==> config.mk <==
export PLATFORM = sky130hd
export DESIGN_NAME = sample_stat_tracker
export DESIGN_NICKNAME = d
export VERILOG_FILES = /design/src/rtl/stat_pkg.sv /design/src/rtl/stat_sext.sv /design/src/rtl/stat_minmax.sv /design/src/rtl/stat_ewma.sv /design/src/rtl/stat_snapshot.sv /design/src/rtl/sample_stat_tracker.sv
export SDC_FILE = /design/constraint.sdc
export NUM_CORES = 1
export LEC_CHECK = 0
export ABC_AREA = 1
export CAP_MARGIN = 15
export CELL_PAD_IN_SITES_DETAIL_PLACEMENT = 0
export CELL_PAD_IN_SITES_GLOBAL_PLACEMENT = 1
export CORE_ASPECT_RATIO = 1.2
export CORE_MARGIN = 3
export CORE_UTILIZATION = 42
export CTS_CLUSTER_DIAMETER = 120
export DETAILED_ROUTE_END_ITERATION = 12
export GPL_TIMING_DRIVEN = 0
export MAX_ROUTING_LAYER = met4
export PLACE_DENSITY_LB_ADDON = 0.1
export SYNTH_ARGS = -nofsm -noshare
export SYNTH_HDL_FRONTEND = slang
export SYNTH_SLANG_ARGS = --single-unit
==> constraint.sdc <==
create_clock -name clk_i -period 3.3 [get_ports clk_i]
set_clock_uncertainty 0.1 [all_clocks]
set_input_delay 0.66 -clock clk_i [delete_from_list [all_inputs] [get_ports clk_i]]
set_output_delay 0.66 -clock clk_i [all_outputs]
set_load 0.01 [all_outputs]
==> src/rtl/stat_pkg.sv <==
package stat_pkg;
  localparam int STAT_W = 16;
  typedef logic signed [STAT_W-1:0] stat_t;

  typedef struct packed {
    stat_t min_v;
    stat_t max_v;
    stat_t avg_v;
  } stat_bundle_t;
endpackage

==> src/rtl/stat_sext.sv <==
module stat_sext #(
  parameter int IN_W  = 12,
  parameter int OUT_W = 16
) (
  input  logic [IN_W-1:0]  in_i,
  output logic [OUT_W-1:0] out_o
);
  localparam int PAD_W = OUT_W - IN_W;

  generate
    if (PAD_W > 0) begin : g_pad
      assign out_o = {{PAD_W{in_i[IN_W-1]}}, in_i};
    end else begin : g_pass
      assign out_o = in_i[OUT_W-1:0];
    end
  endgenerate
endmodule

==> src/rtl/stat_minmax.sv <==
module stat_minmax
  import stat_pkg::*;
(
  input  logic  clk_i,
  input  logic  rst_ni,
  input  stat_t x_i,
  input  logic  valid_i,
  input  logic  clear_i,
  output stat_t min_o,
  output stat_t max_o,
  output logic  empty_o
);
  stat_t min_q, max_q;
  logic  empty_q;
  logic  fresh;

  // a sample arriving with clear starts the new window
  assign fresh = empty_q || clear_i;

  always_ff @(posedge clk_i or negedge rst_ni) begin
    if (!rst_ni) begin
      min_q   <= '0;
      max_q   <= '0;
      empty_q <= 1'b1;
    end else if (valid_i) begin
      empty_q <= 1'b0;
      if (fresh || (x_i < min_q)) min_q <= x_i;
      if (fresh || (x_i > max_q)) max_q <= x_i;
    end else if (clear_i) begin
      empty_q <= 1'b1;
    end
  end

  assign min_o   = min_q;
  assign max_o   = max_q;
  assign empty_o = empty_q;

  assert_min_le_max_R3: assert property (@(posedge clk_i) disable iff (!rst_ni)
    !empty_q |-> (min_q <= max_q));

  assert_first_sample_R4: assert property (@(posedge clk_i) disable iff (!rst_ni)
    (valid_i && (empty_q || clear_i)) |=> (min_q == $past(x_i)) && (max_q == $past(x_i)));

  assert_clear_empties_R6: assert property (@(posedge clk_i) disable iff (!rst_ni)
    (clear_i && !valid_i) |=> empty_q);

  assert_idle_hold_R11: assert property (@(posedge clk_i) disable iff (!rst_ni)
    (!valid_i && !clear_i) |=> $stable(min_q) && $stable(max_q) && $stable(empty_q));
endmodule

==> src/rtl/stat_ewma.sv <==
module stat_ewma
  import stat_pkg::*;
#(
  parameter int SHIFT = 7
) (
  input  logic  clk_i,
  input  logic  rst_ni,
  input  stat_t x_i,
  input  logic  valid_i,
  output stat_t avg_o
);
  localparam int DIFF_W = STAT_W + 1;

  stat_t avg_q;
  logic signed [DIFF_W-1:0] diff;
  logic signed [DIFF_W-1:0] step;
  logic signed [DIFF_W-1:0] sum;

  // floor((x + (2^S-1)*a) / 2^S) == a + floor((x - a) / 2^S)
  assign diff = DIFF_W'(x_i) - DIFF_W'(avg_q);
  assign step = diff >>> SHIFT;
  assign sum  = DIFF_W'(avg_q) + step;

  always_ff @(posedge clk_i or negedge rst_ni) begin
    if (!rst_ni)      avg_q <= '0;
    else if (valid_i) avg_q <= sum[STAT_W-1:0];
  end

  assign avg_o = avg_q;

  assert_avg_hold_R11: assert property (@(posedge clk_i) disable iff (!rst_ni)
    !valid_i |=> $stable(avg_q));

  assert_avg_fixed_point_R5: assert property (@(posedge clk_i) disable iff (!rst_ni)
    (valid_i && (x_i == avg_q)) |=> $stable(avg_q));

  assert_avg_direction_R5: assert property (@(posedge clk_i) disable iff (!rst_ni)
    (valid_i && (x_i > avg_q)) |=> (avg_q >= $past(avg_q)));
endmodule

==> src/rtl/stat_snapshot.sv <==
module stat_snapshot
  import stat_pkg::*;
(
  input  logic         clk_i,
  input  logic         rst_ni,
  input  logic         refresh_i,
  input  stat_bundle_t live_i,
  input  logic         empty_i,
  output stat_bundle_t snap_o,
  output logic         update_o
);
  stat_bundle_t snap_q;
  stat_bundle_t capt;
  logic         upd_q;

  always_comb begin
    capt = live_i;
    if (empty_i) begin
      capt.min_v = '0;
      capt.max_v = '0;
    end
  end

  always_ff @(posedge clk_i or negedge rst_ni) begin
    if (!rst_ni) begin
      snap_q <= '0;
      upd_q  <= 1'b0;
    end else begin
      upd_q <= refresh_i;
      if (refresh_i) snap_q <= capt;
    end
  end

  assign snap_o   = snap_q;
  assign update_o = upd_q;

  assert_pulse_follows_R8: assert property (@(posedge clk_i) disable iff (!rst_ni)
    refresh_i |=> update_o);

  assert_no_stray_pulse_R8: assert property (@(posedge clk_i) disable iff (!rst_ni)
    !refresh_i |=> !update_o);

  assert_hold_between_R9: assert property (@(posedge clk_i) disable iff (!rst_ni)
    !refresh_i |=> $stable(snap_q));

  assert_empty_zero_R10: assert property (@(posedge clk_i) disable iff (!rst_ni)
    (refresh_i && empty_i) |=> (snap_q.min_v == '0) && (snap_q.max_v == '0));
endmodule

==> src/rtl/sample_stat_tracker.sv <==
module sample_stat_tracker
  import stat_pkg::*;
#(
  parameter int IN_W      = 12,
  parameter int AVG_SHIFT = 7
) (
  input  logic              clk_i,
  input  logic              rst_ni,
  input  logic [IN_W-1:0]   sample_i,
  input  logic              sample_valid_i,
  input  logic              mm_clear_i,
  input  logic              refresh_i,
  output logic [STAT_W-1:0] min_o,
  output logic [STAT_W-1:0] max_o,
  output logic [STAT_W-1:0] avg_o,
  output logic              update_o
);
  logic [STAT_W-1:0] x_ext;
  stat_t        x_s, min_l, max_l, avg_l;
  logic         empty_l;
  stat_bundle_t live, snap;

  stat_sext #(.IN_W(IN_W), .OUT_W(STAT_W)) u_sext (
    .in_i  (sample_i),
    .out_o (x_ext)
  );

  assign x_s = stat_t'(x_ext);

  stat_minmax u_minmax (
    .clk_i   (clk_i),
    .rst_ni  (rst_ni),
    .x_i     (x_s),
    .valid_i (sample_valid_i),
    .clear_i (mm_clear_i),
    .min_o   (min_l),
    .max_o   (max_l),
    .empty_o (empty_l)
  );

  stat_ewma #(.SHIFT(AVG_SHIFT)) u_ewma (
    .clk_i   (clk_i),
    .rst_ni  (rst_ni),
    .x_i     (x_s),
    .valid_i (sample_valid_i),
    .avg_o   (avg_l)
  );

  assign live.min_v = min_l;
  assign live.max_v = max_l;
  assign live.avg_v = avg_l;

  stat_snapshot u_snap (
    .clk_i     (clk_i),
    .rst_ni    (rst_ni),
    .refresh_i (refresh_i),
    .live_i    (live),
    .empty_i   (empty_l),
    .snap_o    (snap),
    .update_o  (update_o)
  );

  assign min_o = snap.min_v;
  assign max_o = snap.max_v;
  assign avg_o = snap.avg_v;

  assert_sext_range_R2: assert property (@(posedge clk_i) disable iff (!rst_ni)
    (x_s >= -stat_t'(2**(IN_W-1))) && (x_s <= stat_t'(2**(IN_W-1) - 1)));
endmodule

==> results.py <==
metrics = {
    "run_status": {
        "status": "completed",
    },
    "floorplan": {
        "die_area_sq_um": 13900,
        "initial_utilization_pct": 43.1,
        "die_h_microns": 128,
        "num_rows": 44,
        "die_x_microns": 108,
        "ioPinCount": 66,
        "core_area_sq_um": 12200,
    },
    "yosys": {
        "yosys.area.top_type": "dfrtp_1",
        "synth_top_area_share_pct": 38.6,
        "ys.flop_type": "dfrtp_1",
        "netlist_top_cells_area": "dfrtp_1 (39%), ha_1 (13%), nand2_1 (9.7%)",
        "syn_area_sq_um": 5250,
        "synthArstFlopShare_pct": 100,
        "yosys_warnings": 0,
        "synth-edff-count": 0,
        "ys_seq_elements": 82,
        "synth_seq_area_share_pct": 39.1,
        "ys_types": 41,
        "syn-instance-count": 661,
        "syn_area_per_cell_sq_um": 7.94,
        "syn_nets": 735,
    },
    "critical_path": {
        "cp.required_ps": 3400,
        "reg2reg_depth": 17,
        "startpoint_type": "input port",
        "cpMaxStageDelayCell": "ha_1",
        "crit_path_cell_trace": "clkbuf_4, ha_4, a21oi_4, o21ai_0, a221oi_1, o21ai_1, xor2_1, ha_1, inv_2, o21ai_2, a21oi_2, nand3_2, a21o_1, or2_1, nand3_1, o21ai_1",
        "end_kind": "register",
        "crit_top_cell": "o21ai_1",
        "path_max_fanout": 5,
        "path_class": "input port to register",
        "slowest_delay_ps": 360,
        "cp.arrival_ps": 3300,
        "reg2reg_slack_ps": 130,
    },
    "clock_network": {
        "cts_root_buffer": "clkbuf_16",
        "cts.sinks": 82,
        "clkTransAtPathRegs_ps": 70,
        "cts_buffer_depth": 2,
        "cts_made_buffers": 9,
        "cts_tree": "built",
        "postCtsHoldBufs": 0,
        "clkLatencyLatePin_ps": 340,
        "htree_levels": 3,
    },
    "global_routing": {
        "overflow": 0,
        "grt_antenna_before_repair": 0,
        "grt_pass1_wl_microns": 22800,
        "grt_max_degree": 55,
        "grt.total_usage_pct": 21.6,
        "grt_pass1_vias": 4530,
    },
    "timing": {
        "fmaxAchievable_mhz": 313,
        "hold_violations": 0,
        "relSlewSlack_pct": 53.2,
        "min_period_ps": 3190,
        "fin_crit_sh_pct": 96.8,
        "rsz0062_at_grt": "true",
        "setup_tns_ps": 0,
        "worst_pin_slew_ps": 702,
        "slew_viol_final": 0,
        "setup_violations": 0,
    },
    "cells_and_area": {
        "n_antenna_cell": 0,
        "num-nets-final": 829,
        "num-fill-cells": 1127,
        "ff_latch_area_sq_um": 2050,
        "fin_area_sq_um": 6870,
        "area_delta_synth_final_pct": 30.9,
        "drive_above_1_share_pct": 17.1,
        "multiInputGateArea_sq_um": 2950,
    },
    "drt": {
        "vias": 4692,
        "drt-initial-drc-count": 228,
        "ant_nets": 0,
        "vias_per_cell": 5.09,
        "routedWlPerCell_microns": 15.4,
        "wl_microns": 14200,
        "drc": 0,
        "first_pass_iters": 6,
    },
    "placed_design": {
        "portBuffers": 65,
        "hpwl_microns": 10600,
        "routabilityCongestion": 0.832,
        "post_dp_cell_area_sq_um": 6130,
    },
    "min_path": {
        "min_path_type": "input port to async pin",
    },
    "pwr": {
        "irDropWorstVdd_mv": 0.734,
        "power_leakage_nw": 3.42,
        "total_power_mw": 7.12,
        "p_per_area_nw_per_um2": 1040,
    },
    "job": {
        "maxCapViolCount": 0,
    },
}
[state kept, by name, summed over array words and instances (netlist names)]
signal,flops
u_snap.update_o,1
u_snap.snap_o,40
u_minmax.min_o,12
u_ewma.avg_o,16
u_minmax.empty_o,1
u_minmax.max_o,12
[synth_stat cells (2+ instances only)]
library cell  count
o21bai_1          5
a21o_1            7
nand2_2           3
clkbuf_1         11
inv_1           105
ha_1             56
nor2_1           46
nor3_1            2
o22ai_1          26
buf_2             3
nand4_1           5
a21boi_1          2
o21ai_0          25
buf_4            10
a21oi_1          46
nand3_1          51
a21oi_2           2
nand2_4           2
nand2_1         136
o21ai_1           3
nand3_2           2
xor2_1           12
dfrtp_1          81
nand3b_1          2
a31oi_1           2
[per-layer routing]
layer	GRT usage (%)	share of wire [%]	vias to the layer above
li1	-	-	2349
met1	25.7	43	2248
met2	38.2	53	76
met3	2.81	2.7	19
met4	6.02	1.7	0
met5	-	0	-
[cell families after synthesis]
kind of cell	Yosys count	share of synthesized area [%]
muxes	1	0.215
AOI/OAI and AO/OA	123	13.5
and+or+nand+nor	252	20.8
DFF	82	39.1
adders and majority gates	57	13.7
buffers and inverters	133	10.5
xor gates and xnor gates	13	2.17
[final timing paths]
kind / from / to
worst min register to register: u_minmax.max_o[4] / u_minmax.max_o[4]
worst min-delay path: rst_ni / u_snap.snap_o[35]
worst max-delay path: sample_i[9] / u_ewma.avg_o[12]
worst max register to register: u_ewma.avg_o[5] / u_ewma.avg_o[12]
min in group clk_i: u_minmax.max_o[4] / u_minmax.max_o[4]
max in group asynchronous: rst_ni / u_minmax.min_o[1]
[cell usage in the layout, fill, tap and decap left out, types with 9 or more instances in the layout]
cell type        Yosys  final
nand3_1             51     49
ha_1                56     42
nor2_1              46     43
clkbuf_16            0      9
inv_1              105     93
clkbuf_1            11     10
o22ai_1             26     26
clkdlybuf4s50_1      0     52
o21ai_0             25     20
inv_2                1     11
xor2_1              12     12
dfrtp_1             81     81
a21oi_2              2     10
a21oi_1             46     34
buf_4               10     35
nand2_1            136    130
ha_4                 0     13
[area by class of cell]
| class | instances | share of cell area, % |
|---|---|---|
| multi-input combinational | 446 | 42.9 |
| sequential | 82 | 29.9 |
| clock buffer | 11 | 3.68 |
| timing repair buffer | 84 | 11.3 |
| tap | 161 | 2.93 |
| buffer | 26 | 2.18 |
| inverter | 106 | 5.86 |
| clock inverter | 5 | 1.24 |
[what timing repair did]
action | CTS | global route
buffers inserted | 1 | 17
resized for setup | 83 | 59
pin swaps | 3 | 24
cloned | 0 | 0
setup endpoints to repair | 13 | 8
[per-stage QoR]
stage          std cells  util (%)  hold slack [ps]  setup WS [ps]
2_1_floorplan        661         -              264           49.6
3_3_place_gp         887      50.1              355          -1590
3_5_place_dp         888      50.3              358          -1090
4_1_cts              904      54.3              160           3.57
5_1_grt              921      56.5              173          -77.7
6_report             921      56.5              145            105
[critical path: cells and delay by family]
| kind | cells | cell delay (ps) |
|---|---|---|
| AND/OR/NAND/NOR | 3 | 380 |
| adder cells (fa/ha/maj) | 2 | 650 |
| AO/OA/AOI/OAI | 8 | 1170 |
| XOR/XNOR | 1 | 170 |
| buffers and inverters | 2 | 260 |
[report_power, final]
group | internal [mW] | switching (mW) | total, mW
registers | 1.29 | 0.180 | 1.47
logic | 1.93 | 2.58 | 4.51
clock network | 0.709 | 0.427 | 1.14
Power figures use the tool's default switching activity.
